===== config.mk =====
export PLATFORM = sky130hd
export DESIGN_NAME = fxp_dot_acc
export DESIGN_NICKNAME = d
export VERILOG_FILES = /design/src/rtl/fxp_mac_pkg.sv /design/src/rtl/fxp_rst_sync.sv /design/src/rtl/fxp_mult.sv /design/src/rtl/fxp_count_ctrl.sv /design/src/rtl/fxp_accum.sv /design/src/rtl/fxp_dot_acc.sv
export SDC_FILE = /design/constraint.sdc
export NUM_CORES = 1
export LEC_CHECK = 0
export BUFFER_PORTS_ARGS = -buffer_cell sky130_fd_sc_hd__buf_2
export CAP_MARGIN = 10
export CORE_UTILIZATION = 30
export CTS_CLUSTER_DIAMETER = 40
export DETAILED_ROUTE_END_ITERATION = 7
export GPL_TIMING_DRIVEN = 0
export MAX_ROUTING_LAYER = met4
export PLACE_DENSITY = 0.57
export SLEW_MARGIN = 20
export SYNTH_ARGS = -nofsm -noshare
export SYNTH_HDL_FRONTEND = slang
export SYNTH_SLANG_ARGS = --single-unit
export TNS_END_PERCENT = 1

===== constraint.sdc =====
create_clock -name clk -period 1.3 [get_ports clk]
set_clock_uncertainty 0.15 [all_clocks]
set_input_delay 0.325 -clock clk [delete_from_list [all_inputs] [get_ports clk]]
set_output_delay 0.325 -clock clk [all_outputs]
set_load 0.05 [all_outputs]

===== src/rtl/fxp_mac_pkg.sv =====
package fxp_mac_pkg;

  // Full-precision product width for two signed words.
  function automatic int prod_width(input int xw, input int yw);
    return xw + yw;
  endfunction

  // Accumulator width: one guard bit per count bit, so the largest
  // programmable count of products cannot overflow.
  function automatic int acc_width(input int xw, input int yw, input int cw);
    return xw + yw + cw;
  endfunction

endpackage


===== src/rtl/fxp_rst_sync.sv =====
module fxp_rst_sync (
  input  logic clk,
  input  logic rst_n,
  output logic rst_sync_n
);

  logic meta_q;
  logic hold_q;

  always_ff @(posedge clk or negedge rst_n) begin
    if (!rst_n) begin
      meta_q <= 1'b0;
      hold_q <= 1'b0;
    end else begin
      meta_q <= 1'b1;
      hold_q <= meta_q;
    end
  end

  assign rst_sync_n = hold_q;

endmodule


===== src/rtl/fxp_mult.sv =====
module fxp_mult #(
  parameter int XW = 8,
  parameter int YW = 8,
  localparam int PW = XW + YW
) (
  input  logic [XW-1:0] x_op,
  input  logic [YW-1:0] y_op,
  output logic [PW-1:0] prod
);

  logic signed [PW-1:0] x_ext;
  logic signed [PW-1:0] y_ext;
  logic signed [PW-1:0] p_full;

  // Sign-extend both words to the product width so that the multiply is
  // done in signed arithmetic at full precision.
  always_comb begin
    x_ext  = {{(PW-XW){x_op[XW-1]}}, x_op};
    y_ext  = {{(PW-YW){y_op[YW-1]}}, y_op};
    p_full = x_ext * y_ext;
  end

  assign prod = p_full;

endmodule


===== src/rtl/fxp_count_ctrl.sv =====
module fxp_count_ctrl #(
  parameter int CNT_W = 10
) (
  input  logic             clk,
  input  logic             rst_n,
  input  logic [CNT_W-1:0] n_count,
  output logic [CNT_W-1:0] cnt,
  output logic             acc_en,
  output logic             ready
);

  logic [CNT_W-1:0] cnt_q, cnt_d;
  logic             rdy_q, rdy_d;
  logic             upd;

  // Next state: either finish at once (count already met) or take one pair,
  // and raise ready together with the final pair.
  always_comb begin
    cnt_d  = cnt_q;
    rdy_d  = rdy_q;
    acc_en = 1'b0;
    if (!rdy_q) begin
      if (cnt_q == n_count) begin
        rdy_d = 1'b1;
      end else begin
        acc_en = 1'b1;
        cnt_d  = cnt_q + 1'b1;
        if (cnt_d == n_count) begin
          rdy_d = 1'b1;
        end
      end
    end
  end

  assign upd = !rdy_q;

  always_ff @(posedge clk or negedge rst_n) begin
    if (!rst_n) begin
      cnt_q <= '0;
      rdy_q <= 1'b0;
    end else if (upd) begin
      cnt_q <= cnt_d;
      rdy_q <= rdy_d;
    end
  end

  assign cnt   = cnt_q;
  assign ready = rdy_q;

endmodule


===== src/rtl/fxp_accum.sv =====
module fxp_accum #(
  parameter int PW = 16,
  parameter int AW = 26
) (
  input  logic          clk,
  input  logic          rst_n,
  input  logic          acc_en,
  input  logic [PW-1:0] prod,
  output logic [AW-1:0] acc
);

  logic [AW-1:0] acc_q, acc_d;
  logic [AW-1:0] prod_ext;

  // The binary point of the product and the accumulator line up, so the
  // product only needs sign extension into the guard bits.
  always_comb begin
    prod_ext = {{(AW-PW){prod[PW-1]}}, prod};
    acc_d    = acc_q + prod_ext;
  end

  always_ff @(posedge clk or negedge rst_n) begin
    if (!rst_n) begin
      acc_q <= '0;
    end else if (acc_en) begin
      acc_q <= acc_d;
    end
  end

  assign acc = acc_q;

endmodule


===== src/rtl/fxp_dot_acc.sv =====
module fxp_dot_acc
  import fxp_mac_pkg::*;
#(
  parameter int XW    = 8,
  parameter int XF    = 3,
  parameter int YW    = 8,
  parameter int YF    = 2,
  parameter int CNT_W = 10,
  localparam int PW   = prod_width(XW, YW),
  localparam int AW   = acc_width(XW, YW, CNT_W)
) (
  input  logic             clk,
  input  logic             rst_n,
  input  logic [XW-1:0]    x_op,
  input  logic [YW-1:0]    y_op,
  input  logic [CNT_W-1:0] n_count,
  output logic [AW-1:0]    mac,
  output logic             ready
);

  // The result carries XF+YF fraction bits; the fraction lengths must fit
  // inside their words.
  if (XF > XW || YF > YW) begin : g_frac_guard
    $error("fraction length exceeds word length");
  end

  logic             rst_sync_n;
  logic [PW-1:0]    prod;
  logic [CNT_W-1:0] cnt_q;
  logic             acc_en;

  fxp_rst_sync u_rst_sync (
    .clk        (clk),
    .rst_n      (rst_n),
    .rst_sync_n (rst_sync_n)
  );

  fxp_mult #(.XW(XW), .YW(YW)) u_mult (
    .x_op (x_op),
    .y_op (y_op),
    .prod (prod)
  );

  fxp_count_ctrl #(.CNT_W(CNT_W)) u_ctrl (
    .clk     (clk),
    .rst_n   (rst_sync_n),
    .n_count (n_count),
    .cnt     (cnt_q),
    .acc_en  (acc_en),
    .ready   (ready)
  );

  fxp_accum #(.PW(PW), .AW(AW)) u_accum (
    .clk    (clk),
    .rst_n  (rst_sync_n),
    .acc_en (acc_en),
    .prod   (prod),
    .acc    (mac)
  );

endmodule


==> impl_metrics.env <==
export IMPL_outcome="complete, but fails checks"
export IMPL_violations="DRC, setup timing"
export IMPL_dp_cells=920
export IMPL_grt_max_degree=28
export IMPL_numCtsBuffers=5
export IMPL_synth_most_common_cell="inv_1"
export IMPL_htreeDepth=2
export IMPL_clk_insertion_delay_late_ns=0.29
export IMPL_drcViolationCount=8
export IMPL_port_buffers=54
export IMPL_fmax_ghz=0.172
export IMPL_crit_type="input port to flip-flop"
export IMPL_rsz0062_at_grt="true"
export IMPL_synth_top_family_by_area="adder cells"
export IMPL_clock_sinks=39
export IMPL_fill_cells=1759
export IMPL_grt_pass1_wl_um=21900
export IMPL_drt_iter0_markers=185
export IMPL_cts_tree="done"
export IMPL_path_clk_slew_ns=0.06
export IMPL_endpoint_kind="flip-flop"
export IMPL_rrSetupSlack_ns=-1.71
export IMPL_gp_congestion=0.818
export IMPL_synth_compound_area_share_pct=14.6
export IMPL_syn_nets=778
export IMPL_yosysSeqAreaShare_pct=17.5
export IMPL_yosysTopAreaCellShare_pct=20.1
export IMPL_post_synth_cell_area_avg_um2=8.79
export IMPL_synth_top_area_cell="fa_1"
export IMPL_dp_hpwl_um=9930
export IMPL_setup_viol=64
export IMPL_fin_nets=862
export IMPL_vias=4547
export IMPL_vias_per_cell=4.79
export IMPL_routed_wl_um=12800
export IMPL_timing_final_max_slew_violations=0
export IMPL_hold_viol=0
export IMPL_synthMuxAreaShare_pct=0.381
export IMPL_ys_async_sr_fraction_pct=100
export IMPL_crit_fanout=7
export IMPL_final_core_util_pct=40.9
export IMPL_firstDrtPassIters=8
export IMPL_synth_edff_count=0
export IMPL_yosysWarnings=0
export IMPL_die_h_um=138
export IMPL_finish_instance_area_mm2=0.00740
export IMPL_synth_adder_area_share_pct=33.0
export IMPL_preCtsSetupSlack_ns=-5.11
export IMPL_grt_overflow_total=0
export IMPL_grt_pass1_vias=4634
export IMPL_synth_area_top_cells="fa_1 20%, dfrtp_1 17%, ha_1 13%"
export IMPL_synthXorXnorAreaFrac_pct=9.09
export IMPL_fp_row_count=49
export IMPL_synth_cell_types=57
export IMPL_antenna_found_initial=0
export IMPL_grt_usage_pct=14.3
export IMPL_relSlewSlack_pct=61.8
export IMPL_fin_ws_ns=-4.51
export IMPL_hold_path_class="flip-flop to asynchronous set/reset pin"
export IMPL_place_area_mm2=0.00630
export IMPL_drv_cap=0
export IMPL_antenna_cells=0
export IMPL_synth_seq_cells=39
export IMPL_die_x_um=138
export IMPL_clock_path_buffers=2
export IMPL_worst_slew_pin_slew_ns=0.573
export IMPL_cp_required_ns=1.32
export IMPL_worst_setup_path_start_kind="input port"
export IMPL_clockRootBuffer="clkbuf_16"
export IMPL_yosys_area_share_simple_pct=17.2
export IMPL_synthTopCellsByCount="100 x inv_1, 58 x ha_1, 57 x nand2_1, 56 x fa_1, 47 x and2_1"
export IMPL_die_area_mm2=0.0192
export IMPL_fin_cells=950
export IMPL_cp_arrival_ns=5.84
export IMPL_finalCritPeriodShare_pct=447
export IMPL_antenna_left=0
export IMPL_drive_above_1_share_pct=30.2
export IMPL_syn_inst=636
export IMPL_synthFlopType="dfrtp_1"
export IMPL_initial_utilization_pct=30.9
export IMPL_area_delta_synth_final_pct=32.4
export IMPL_fin_crit_ns=5.81
export IMPL_netlist_area_mm2=0.00559
export IMPL_core_area_mm2=0.0181
export IMPL_wl_per_cell_um=13.5
export IMPL_io_pins=55
==> final timing paths <==
| check | start | to | cells after the start |
|---|---|---|---|
| worst min-delay path | u_rst_sync.rst_sync_n | u_accum.acc[21] | 0 |
| worst min register to register | u_rst_sync.rst_sync_n | u_accum.acc[21] | 0 |
| worst max register to register | u_accum.acc[0] | u_accum.acc[24] | 11 |
| min in group clk | u_rst_sync.meta_q | u_rst_sync.rst_sync_n | 0 |
| worst max-delay path | x_op[4] | u_accum.acc[24] | 25 |
| max in group asynchronous | u_rst_sync.rst_sync_n | u_ctrl.cnt[3] | 1 |
==> metrics by stage <==
step / hold WS, ns / TNS, ns
after floorplan: -0.121 / -91.67
after global placement: -0.0392 / -127.94
after detailed placement: -0.0331 / -107.90
after CTS: 0.0110 / -95.36
after global routing: 0.0255 / -99.83
final: 0.00506 / -92.93
==> critical path: stages <==
cell	delay [ns]
buf_12	0.11
and2_4	0.15
fa_1	0.50
fa_1	0.53
fa_1	0.55
inv_1	0.05
fa_1	0.51
inv_2	0.05
ha_4	0.16
or3_4	0.36
o211ai_1	0.18
buf_4	0.17
nand2_2	0.06
nor2_2	0.12
xnor2_1	0.08
ha_1	0.33
a21o_1	0.19
a221o_1	0.35
a21oi_2	0.16
o21ai_2	0.09
a32oi_4	0.30
a31oi_2	0.15
buf_4	0.16
nor3_2	0.12
o31ai_2	0.08
==> routing by layer <==
metal / vias to the layer above / wire length (µm) / track usage (%) / share of wire, %
met2: 44 / 6420 / 24.3 / 50
li1: 2277 / - / - / -
met1: 2220 / 6010 / 18.7 / 47
met5: - / 0 / - / 0
met4: 0 / 80 / 2.31 / 0.63
met3: 6 / 272 / 1.56 / 2.1
==> placed cells by master (no fill, tap or decap), types with 8 or more instances in the layout <==
| master | n |
|---|---|
| nand3_1 | 9 |
| nand2_1 | 53 |
| o21ai_0 | 19 |
| buf_6 | 46 |
| nor3_1 | 11 |
| inv_1 | 88 |
| fa_1 | 53 |
| and2_4 | 10 |
| buf_2 | 11 |
| ha_1 | 40 |
| ha_4 | 13 |
| a21oi_1 | 19 |
| dfrtp_2 | 11 |
| nor2_1 | 18 |
| a21oi_2 | 8 |
| buf_4 | 21 |
| o21ai_1 | 11 |
| a21o_1 | 10 |
| xor2_1 | 18 |
| xnor2_1 | 34 |
| inv_2 | 11 |
| dfrtp_1 | 28 |
| and2_1 | 37 |
==> cell type report <==
type	instances	area (µm²)	share of cell area, %
Sequential cell	39	990	13.4
Tap cell	229	287	3.87
Timing Repair Buffer	77	736	9.94
Clock buffer	5	125	1.69
Clock inverter	3	43.8	0.592
Inverter	100	378	5.11
Buffer	13	115	1.56
Multi-Input combinational cell	484	4720	63.9
==> repair_timing <==
item,in CTS,in global routing
hold endpoints to repair,2,0
resized for setup,129,86
buffers inserted,13,8
endpoints found under the setup margin,64,64
hold buffers,1,0
pin swaps,55,52
==> sequential cells by signal (all words and copies together), names as in the netlist <==
signal	count
u_accum.acc	26
u_ctrl.cnt	10
u_ctrl.ready	1
u_rst_sync.meta_q	1
u_rst_sync.rst_sync_n	1
==> kinds of logic (layout without fill, tap and decap cells) <==
kind of cell    count (synthesis)  after routing
simple gates                  189            189
buf+inv                       113            198
fa+ha+maj                     114            114
mux                             2              2
other cells                     1              1
xor+xnor                       58             58
compound gates                120            120
flops                          39             39
Power is not shown: default switching activity piles up to over one toggle a cycle in this logic, so the estimate is an artifact.
